[src/rtl/filt_pkg.sv]
// Package: shared sizes and the decoded-configuration type of the glitch filter.
// Assumes: at most a divide-by-32 sampling ratio and at most 8 required samples.
package filt_pkg;
    localparam int CODE_W       = 4;
    localparam int DIV_LOG2_MAX = 5;
    localparam int LOG_W        = $clog2(DIV_LOG2_MAX + 1);
    localparam int CNT_W        = 4;

    typedef struct packed {
        logic             fast;      // sample on every clock
        logic [LOG_W-1:0] div_log2;  // base-rate divide ratio, as a power of two
        logic [CNT_W-1:0] n_req;     // agreeing samples needed to switch
    } filt_cfg_t;
endpackage

[src/rtl/filt_code_decode.sv]
// Module: turns the 4-bit filter code into rate and count settings.
// Assumes: code 0 means an unfiltered path, which is a base-rate sample with a count of one.
module filt_code_decode
    import filt_pkg::*;
(
    input  logic [CODE_W-1:0] code,
    output filt_cfg_t         cfg
);
    // Fixed, irregular lookup from code to divider and count.
    always_comb begin
        cfg = '{fast: 1'b0, div_log2: '0, n_req: CNT_W'(1)};
        unique case (code)
            4'd0:  cfg = '{fast: 1'b0, div_log2: LOG_W'(0), n_req: CNT_W'(1)};
            4'd1:  cfg = '{fast: 1'b1, div_log2: LOG_W'(0), n_req: CNT_W'(2)};
            4'd2:  cfg = '{fast: 1'b1, div_log2: LOG_W'(0), n_req: CNT_W'(4)};
            4'd3:  cfg = '{fast: 1'b1, div_log2: LOG_W'(0), n_req: CNT_W'(8)};
            4'd4:  cfg = '{fast: 1'b0, div_log2: LOG_W'(1), n_req: CNT_W'(6)};
            4'd5:  cfg = '{fast: 1'b0, div_log2: LOG_W'(1), n_req: CNT_W'(8)};
            4'd6:  cfg = '{fast: 1'b0, div_log2: LOG_W'(2), n_req: CNT_W'(6)};
            4'd7:  cfg = '{fast: 1'b0, div_log2: LOG_W'(2), n_req: CNT_W'(8)};
            4'd8:  cfg = '{fast: 1'b0, div_log2: LOG_W'(3), n_req: CNT_W'(6)};
            4'd9:  cfg = '{fast: 1'b0, div_log2: LOG_W'(3), n_req: CNT_W'(8)};
            4'd10: cfg = '{fast: 1'b0, div_log2: LOG_W'(4), n_req: CNT_W'(5)};
            4'd11: cfg = '{fast: 1'b0, div_log2: LOG_W'(4), n_req: CNT_W'(6)};
            4'd12: cfg = '{fast: 1'b0, div_log2: LOG_W'(4), n_req: CNT_W'(8)};
            4'd13: cfg = '{fast: 1'b0, div_log2: LOG_W'(5), n_req: CNT_W'(5)};
            4'd14: cfg = '{fast: 1'b0, div_log2: LOG_W'(5), n_req: CNT_W'(6)};
            4'd15: cfg = '{fast: 1'b0, div_log2: LOG_W'(5), n_req: CNT_W'(8)};
            default: ;
        endcase
    end

    // Every code gives a count between 1 and 8.
    always_comb begin
        AST_COUNT_LEGAL: assert (cfg.n_req >= CNT_W'(1) && cfg.n_req <= CNT_W'(8))
            else $error("decoded sample count out of range");
    end
endmodule

[src/rtl/filt_prescaler.sv]
// Module: divides the base-rate enable into sample strobes, or strobes on every clock in fast mode.
// Assumes: clr is one cycle long at a code change; no strobe is issued in that cycle.
module filt_prescaler
    import filt_pkg::*;
#(
    parameter int DIV_MAX_LOG2 = DIV_LOG2_MAX,
    localparam int DW          = (DIV_MAX_LOG2 < 1) ? 1 : DIV_MAX_LOG2,
    localparam int LW          = $clog2(DIV_MAX_LOG2 + 1)
)(
    input  logic          clk,
    input  logic          rst_n,
    input  logic          clr,
    input  logic          base_tick,
    input  logic          fast,
    input  logic [LW-1:0] div_log2,
    output logic          smp_en
);
    logic [DW-1:0] div_cnt;
    logic [DW-1:0] div_last;
    logic          wrap;

    // Last divider count value for the selected ratio.
    always_comb div_last = DW'((32'd1 << div_log2) - 32'd1);

    assign wrap   = base_tick && (div_cnt == div_last);
    assign smp_en = !clr && (fast || wrap);

    // Counts base ticks and wraps at the selected ratio.
    always_ff @(posedge clk) begin
        if (!rst_n || clr) begin
            div_cnt <= '0;
        end else if (!fast && base_tick) begin
            div_cnt <= wrap ? '0 : div_cnt + 1'b1;
        end
    end

    AST_PRESCALE_CLEAR: assert property (@(posedge clk) disable iff (!rst_n)
        clr |=> div_cnt == '0)
        else $error("divider not cleared after code change");
    AST_DIV_IN_RANGE: assert property (@(posedge clk) disable iff (!rst_n)
        !clr |-> div_cnt <= div_last)
        else $error("divider count past selected ratio");
    AST_FAST_EVERY_CLK: assert property (@(posedge clk) disable iff (!rst_n)
        (fast && !clr) |-> smp_en)
        else $error("fast mode missed a sample");
    AST_NO_TICK_NO_SAMPLE: assert property (@(posedge clk) disable iff (!rst_n)
        (!fast && !base_tick) |-> !smp_en)
        else $error("sample strobe without base tick");
endmodule

[src/rtl/filt_match.sv]
// Module: counts consecutive samples that differ from the output and switches the output at the required count.
// Assumes: n_req is at least 1; clr only clears the count and keeps the output level.
module filt_match
    import filt_pkg::*;
#(
    parameter int CW = CNT_W
)(
    input  logic          clk,
    input  logic          rst_n,
    input  logic          clr,
    input  logic          smp_en,
    input  logic          din,
    input  logic [CW-1:0] n_req,
    output logic          dout
);
    logic [CW-1:0] run_cnt;
    logic [CW:0]   run_nxt;

    assign run_nxt = {1'b0, run_cnt} + 1'b1;

    // Advances the run on a differing sample and switches the output when the run is complete.
    always_ff @(posedge clk) begin
        if (!rst_n) begin
            run_cnt <= '0;
            dout    <= 1'b0;
        end else if (clr) begin
            run_cnt <= '0;
        end else if (smp_en) begin
            if (din == dout) begin
                run_cnt <= '0;
            end else if (run_nxt >= {1'b0, n_req}) begin
                dout    <= din;
                run_cnt <= '0;
            end else begin
                run_cnt <= run_nxt[CW-1:0];
            end
        end
    end

    AST_RESET_LOW: assert property (@(posedge clk)
        !rst_n |=> !dout)
        else $error("output not low after reset");
    AST_HOLD_NO_SAMPLE: assert property (@(posedge clk) disable iff (!rst_n)
        !smp_en |=> $stable(dout))
        else $error("output moved without a sample");
    AST_AGREE_RESTARTS: assert property (@(posedge clk) disable iff (!rst_n)
        (smp_en && din == dout) |=> run_cnt == '0)
        else $error("agreeing sample did not restart the run");
    AST_RUN_BOUND: assert property (@(posedge clk) disable iff (!rst_n)
        !clr |-> run_cnt < n_req)
        else $error("run count reached the required count");
    AST_CLEAR_RUN: assert property (@(posedge clk) disable iff (!rst_n)
        clr |=> (run_cnt == '0 && $stable(dout)))
        else $error("code change did not clear the run");
endmodule

[src/rtl/sampled_glitch_filter.sv]
// Module: top of the sampled glitch filter; decodes the code, detects code changes and joins divider and run counter.
// Assumes: raw_in is already synchronous to clk; base_tick is a one-cycle enable.
module sampled_glitch_filter
    import filt_pkg::*;
(
    input  logic              clk,
    input  logic              rst_n,
    input  logic              base_tick,
    input  logic              raw_in,
    input  logic [CODE_W-1:0] filt_code,
    output logic              filt_out
);
    filt_cfg_t         cfg;
    logic [CODE_W-1:0] code_q;
    logic              code_chg;
    logic              smp_en;

    // Keeps the code last seen, so that a change can be detected.
    always_ff @(posedge clk) begin
        if (!rst_n) code_q <= '0;
        else        code_q <= filt_code;
    end

    assign code_chg = (filt_code != code_q);

    filt_code_decode u_decode (
        .code (filt_code),
        .cfg  (cfg)
    );

    filt_prescaler #(.DIV_MAX_LOG2(DIV_LOG2_MAX)) u_prescale (
        .clk       (clk),
        .rst_n     (rst_n),
        .clr       (code_chg),
        .base_tick (base_tick),
        .fast      (cfg.fast),
        .div_log2  (cfg.div_log2),
        .smp_en    (smp_en)
    );

    filt_match #(.CW(CNT_W)) u_match (
        .clk    (clk),
        .rst_n  (rst_n),
        .clr    (code_chg),
        .smp_en (smp_en),
        .din    (raw_in),
        .n_req  (cfg.n_req),
        .dout   (filt_out)
    );

    AST_CHANGE_NO_SAMPLE: assert property (@(posedge clk) disable iff (!rst_n)
        code_chg |=> $stable(filt_out))
        else $error("output moved in a code-change cycle");
endmodule

[config.mk]
export PLATFORM = sky130hd
export DESIGN_NAME = sampled_glitch_filter
export DESIGN_NICKNAME = d
export VERILOG_FILES = /design/src/rtl/filt_pkg.sv /design/src/rtl/filt_code_decode.sv /design/src/rtl/filt_prescaler.sv /design/src/rtl/filt_match.sv /design/src/rtl/sampled_glitch_filter.sv
export SDC_FILE = /design/constraint.sdc
export NUM_CORES = 1
export LEC_CHECK = 0
export BUFFER_PORTS_ARGS = -buffer_cell sky130_fd_sc_hd__buf_2
export CORE_UTILIZATION = 50
export DETAILED_ROUTE_END_ITERATION = 12
export PLACE_DENSITY = 0.68
export SETUP_SLACK_MARGIN = 0.15
export SYNTH_ARGS = -nofsm -noshare
export SYNTH_HDL_FRONTEND = slang
export SYNTH_SLANG_ARGS = --single-unit
[constraint.sdc]
create_clock -name clk -period 8 [get_ports clk]
set_input_delay 1.6 -clock clk [delete_from_list [all_inputs] [get_ports clk]]
set_output_delay 1.6 -clock clk [all_outputs]
set_load 0.005 [all_outputs]
==> results of run 1 <==
cells by family after synthesis:
group / after synthesis / synth area share [%]
AO/OA/AOI/OAI: 25 / 15.33
XOR/XNOR: 11 / 8.140
buffers and inverters: 11 / 4.862
AND/OR/NAND/NOR: 59 / 28.44
flip-flops: 14 / 23.68
adder cells (fa/ha/maj): 12 / 12.68
multiplexers: 8 / 6.871
layout make-up:
class	count	area, sq um	share of cell area (%)
flip-flops and latches	14	280.3	22.56
multi-input cells	115	845.8	68.08
repair buffers	8	40.04	3.223
clock buffers	3	22.52	1.813
inverters	5	18.77	1.511
well taps	28	35.03	2.820
final timing paths:
check | slack, ns | startpoint | to | depth (start not counted)
worst max-delay path | 4.10 | filt_code[1] | u_match.run_cnt[1] | 12
worst min-delay path | 0.49 | u_match.run_cnt[3] | u_match.run_cnt[3] | 2
worst max register to register | 5.58 | u_match.run_cnt[0] | u_match.run_cnt[1] | 8
worst min register to register | 0.49 | u_match.run_cnt[3] | u_match.run_cnt[3] | 2
through the flow:
step	cells	total power [uW]	utilization (%)	hold WS, ns
4_1_cts	173	142.9	56.17	0.4951
5_1_grt	173	149.5	56.17	0.5078
6_report	173	141.3	56.17	0.4914
2_1_floorplan	140	96.47	-	0.4521
3_5_place_dp	170	102.8	55.15	0.4830
3_3_place_gp	170	101.9	55.15	0.4689
cell usage after synthesis, drive strengths merged (4+ instances only):
master	n
xor2	8
ha	12
o21ai	7
nor3b	4
and2	6
dfxtp	14
nand3	13
mux2i	7
a21oi	5
nand2	15
buf	4
inv	5
layer usage:
| metal | vias up | part of all wire (%) | wire length, microns |
|---|---|---|---|
| met4 | 0 | 1.3 | 29 |
| met3 | 5 | 2.1 | 47 |
| met1 | 463 | 50 | 1129 |
| li1 | 522 | - | - |
| met2 | 12 | 47 | 1073 |
| met5 | - | 0 | 0 |
worst register-to-register path, stage by stage, from the launching register on:
cell and delay [ns]:
dfxtp_1 0.36, ha_1 0.26, xor2_1 0.16, ha_1 0.22
a211o_1 0.29, a211oi_1 0.41, nor3b_1 0.38, nand2_1 0.11
mux2i_1 0.15
layout by cell type (no fill, tap or decap), drive strengths merged:
cell    instances
o211a           1
or4             1
dfxtp          14
mux2            1
nand3          13
nand2b          2
nor3b           4
mux2i           7
nand3b          1
a211oi          3
a21oi           5
and3            2
nor3            3
inv             5
nor4bb          1
nand2          15
buf             8
o21ai           7
nor4b           1
o31a            1
or2             1
xor2            8
xnor2           3
nor4            2
o21a            2
o41a            1
nor2b           1
o211ai          2
ha             12
nor2            1
clkbuf          3
and2            6
a2111o          1
a211o           2
nand4           3
or3             2
flip-flops by register name (all words and copies together), names as in the netlist:
signal / cells
code_q: 4
u_prescale.div_cnt: 5
u_match.dout: 1
u_match.run_cnt: 4
power breakdown:
part | leakage [uW] | switching, uW | internal [uW]
registers | 0.000114 | 0.620 | 70.9
clock network | 0.0000138 | 22.9 | 17.4
logic | 0.000413 | 17.5 | 12.1
total | 0.000541 | 40.9 | 100
==> impl_metrics.py, run 1 <==
metrics = {
    "run_status": {
        "status": "completed",
    },
    "synthesis": {
        "ys_types": 42,
        "synth_area_sq_mm": 0.001184,
        "synthTopCellsByArea": "dfxtp_1, ha_1, mux2i_1, xor2_1, nand3_1",
        "ys_warn_count": 0,
        "synth_seq_cells": 14,
        "ys.flop_type": "dfxtp_1",
        "synth_edf_count": 0,
        "ys_async_sr_fraction_pct": 0,
        "synth.top_cell.area_share_pct": 23.68,
        "avgSynthCellArea_sq_um": 8.455,
        "ys_seq_area_share_pct": 23.68,
        "synth_nets": 160,
        "synth_cells": 140,
        "yosysTopAreaCell": "dfxtp_1",
    },
    "timing": {
        "worst_pin_slew_ns": 0.4173,
        "final_hold_viol_count": 0,
        "setup_viol": 0,
        "skew_ns": 0.006481,
        "drv_slew": 0,
        "grt_setup_unrepaired": "no",
        "fin_crit_sh_pct": 48.81,
        "finalWorstSetupSlack_ns": 4.095,
        "fmax_ghz": 0.2561,
        "fin_crit_ns": 3.905,
        "maxSlewHeadroom_pct": 71.93,
        "fin_tns_setup_ns": 0,
    },
    "clocking": {
        "cts_resized": 0,
        "clock_sinks": 14,
        "clkTransAtPathRegs_ns": 0.08,
        "insertion_delay_ns": 0.28,
        "cts_made_buffers": 3,
        "cts_tree": "done",
        "cts_buffer_depth": 2,
        "root_buffer": "clkbuf_4",
        "post_cts_buffers": 0,
        "hold_buffers": 0,
        "cts_max_level": 1,
    },
    "setup_path": {
        "cp_cell_sequence": "buf_2, inv_1, ha_1, mux2i_1, o21ai_0, ha_1, nand2b_1, a211o_1, a211oi_1, nor3b_1, nand2_1, mux2i_1",
        "path_max_fanout": 9,
        "crit_buf_inv": 2,
        "crit_path_end_kind": "flop",
        "cp-start-kind": "primary input",
        "critical_path_arrival_ns": 4.11,
        "cpPeakStageDelay_ns": 0.41,
        "cp_top_family": "compound AO/OA/AOI/OAI gates",
        "required_ns": 8.20,
        "crit_type": "primary input to flop",
        "slowest_stage": "a211oi_1",
    },
    "drt": {
        "totalWireLength_microns": 2279,
        "first_iter_violations": 24,
        "first_pass_iters": 5,
        "routed-via-count": 1002,
        "routed_via_density": 5.792,
        "avgRoutedWirePerCell_microns": 13.17,
        "drc": 0,
        "final_antenna_net_count": 0,
    },
    "power": {
        "peakVddDrop_mv": 0.07112,
        "power_density_mw_per_mm2": 113.7,
        "p_leak_uw": 0.0005410,
    },
    "cells_and_area": {
        "drive_gt1_share_pct": 12.41,
        "nets": 167,
        "fill_cells": 212,
        "design_area_sq_mm": 0.001242,
        "antennaDiodeCount": 0,
        "syn_to_final_growth_pct": 4.968,
    },
    "floorplan": {
        "die_area_sq_mm": 0.002566,
        "die_w_microns": 50.66,
        "rows": 17,
        "die_y_microns": 50.66,
        "io_pins": 9,
        "core_area_sq_mm": 0.002212,
        "initial_core_util_pct": 53.51,
    },
    "hold_path": {
        "hold_path_class": "flop to flop",
    },
    "grt": {
        "overflow": 0,
        "grt_pass1_wl_microns": 4029,
        "grt_pass1_vias": 972,
        "top_usage_layer": "met2",
        "grt_usage_pct": 20.76,
        "grt_max_degree": 21,
        "grtUsageMet2_pct": 36.22,
        "grtUsageMet3_pct": 3.636,
        "grt_use_met1_pct": 25.41,
        "antenna_found_initial": 0,
    },
    "place": {
        "dp_hpwl_microns": 1775,
        "portBuffers": 8,
        "place_ws_ns": 3.840,
        "gp_congestion": 0.7987,
        "dpl_cell_area_sq_mm": 0.001220,
    },
    "run": {
        "drv_cap": 0,
    },
}
(Power assumes the default switching activity.)
==> inputs of run 2 (changes only) <==
Clock period 8 ns to 3.64 ns, I/O delays scaled along.
==> run 2 against run 1 <==
Effect of this change:
- sequential cell count unchanged
- clock-buffer cell count up 1
- largest power group unchanged
- first-iteration DRC count down 58%
==> impl_metrics.py, run 2 (synthesis results as in run 1) <==
metrics = {
    "cells_and_area": {
        "layout_commonest_cell": "nand2_1",
        "multi_input_comb_area_sq_um": 845.8,
        "ff_latch_area_sq_um": 280.3,
        "finalNonFillerCells": 175,
        "design_area_sq_mm": 0.001264,
        "fill_cells": 227,
        "fin_util_pct": 57.13,
        "final_cell_mix": "nand2_1, dfxtp_1, nand3_1",
        "drive_gt1_share_pct": 13.61,
        "top_register": "u_prescale.div_cnt",
        "syn_to_final_growth_pct": 6.765,
        "largest_reg_flops": 5,
        "nets": 168,
        "reg_top3": "u_prescale.div_cnt x5, code_q x4, u_match.run_cnt x4",
        "antennaDiodeCount": 0,
    },
    "timing": {
        "grt_setup_unrepaired": "no",
        "setup_viol": 0,
        "worst_pin_slew_ns": 0.4241,
        "fmax_ghz": 0.3352,
        "drv_slew": 0,
        "fin_crit_ns": 2.983,
        "skew_ns": 0.001454,
        "fin_crit_sh_pct": 81.95,
        "final_hold_viol_count": 0,
        "fin_tns_setup_ns": 0,
        "maxSlewHeadroom_pct": 71.55,
    },
    "setup_path": {
        "crit_buf_inv": 2,
        "cp_top_family": "compound AO/OA/AOI/OAI gates",
        "cp_cell_sequence": "buf_2, inv_1, ha_1, mux2i_1, o21ai_0, ha_1, nand2b_1, a211o_1, a211oi_1, nor3b_1, nand2_1, mux2i_1",
        "cpPeakStageDelay_ns": 0.42,
        "crit_type": "primary input to flop",
        "required_ns": 3.86,
        "path_max_fanout": 9,
        "cp-start-kind": "primary input",
        "critical_path_arrival_ns": 3.20,
        "slowest_stage": "a211oi_1",
        "crit_path_end_kind": "flop",
    },
    "clocking": {
        "root_buffer": "clkbuf_4",
        "clkTransAtPathRegs_ns": 0.08,
        "insertion_delay_ns": 0.28,
        "clock_sinks": 14,
        "cts_buffer_depth": 2,
        "cts_resized": 0,
        "cts_made_buffers": 3,
        "hold_buffers": 0,
        "cts_max_level": 1,
        "post_cts_buffers": 0,
        "cts_tree": "done",
    },
    "grt": {
        "grt_pass1_wl_microns": 4071,
        "overflow": 0,
        "grt_pass1_vias": 908,
        "grt_max_degree": 21,
        "antenna_found_initial": 0,
        "grt_usage_pct": 21.05,
    },
    "floorplan": {
        "die_area_sq_mm": 0.002566,
        "initial_core_util_pct": 53.51,
        "rows": 17,
        "die_y_microns": 50.66,
        "die_w_microns": 50.66,
        "core_area_sq_mm": 0.002212,
        "io_pins": 9,
    },
    "drt": {
        "final_antenna_net_count": 0,
        "first_pass_iters": 6,
        "routed-via-count": 1034,
        "routed_via_density": 5.909,
        "first_iter_violations": 10,
        "totalWireLength_microns": 2414,
        "drc": 0,
        "avgRoutedWirePerCell_microns": 13.79,
    },
    "power": {
        "power.total_uw": 336.6,
        "p_leak_uw": 0.0005523,
        "peakVddDrop_mv": 0.2496,
        "power_density_mw_per_mm2": 266.4,
    },
    "place": {
        "dp_cells": 171,
        "dpl_cell_area_sq_mm": 0.001227,
        "gp_congestion": 0.8048,
        "portBuffers": 8,
        "dp_hpwl_microns": 1847,
    },
    "hold_path": {
        "hold_path_class": "flop to flop",
    },
    "run_status": {
        "status": "completed",
    },
    "run": {
        "drv_cap": 0,
    },
}
[run 2: cell count changes in the layout (fill, tap and decap cells not counted)]
| cell | change |
|---|---|
| buf_4 | +1 |
| clkbuf_8 | +1 |
[run 2: area by class of cell]
type                       count  share of cell area (%)
clock buffer                   4                   2.871
inverter                       5                   1.485
multi-input combinational    115                   66.93
sequential                    14                   22.18
tap                           28                   2.772
timing repair buffer           9                   3.762
[run 2: layer usage]
metal  share of wire [%]  GRT usage (%)  wire length (microns)  up-vias
li1                    -              -                      -      524
met3                 5.3          5.455                    127        4
met1                  48          28.23                   1153      483
met5                   0              0                      0        -
met4                0.79          2.778                     19        0
met2                  46          34.44                   1114       23
[run 2: worst paths after layout]
check	from	end	depth (start not counted)	slack [ns]
max	filt_code[1]	u_match.run_cnt[1]	12	0.66
min	u_match.run_cnt[1]	u_match.run_cnt[1]	2	0.49
max reg2reg	u_match.run_cnt[0]	u_match.run_cnt[1]	8	1.29
min reg2reg	u_match.run_cnt[1]	u_match.run_cnt[1]	2	0.49
[run 2: worst register-to-register path: cells and delay by family (launching register included)]
kind | cells | cell delay [ns]
muxes | 1 | 0.12
DFF | 1 | 0.36
AOI/OAI and AO/OA | 2 | 0.70
and+or+nand+nor | 2 | 0.46
adders and majority gates | 2 | 0.48
xor gates and xnor gates | 1 | 0.16
[run 2: stage by stage]
step           setup slack, ns  hold WS [ns]
2_1_floorplan           0.5645        0.4521
3_3_place_gp            0.4744        0.4694
3_5_place_dp            0.3678        0.4780
4_1_cts                 0.6653        0.4910
5_1_grt                 0.4733        0.5094
6_report                0.6569        0.4854
[run 2: power by group]
group	total (uW)	switching (uW)	leakage (uW)	internal [uW]
combinational	66.1	39.4	0.000417	26.7
clock	114	52.6	0.0000210	60.9
sequential	157	1.28	0.000114	156
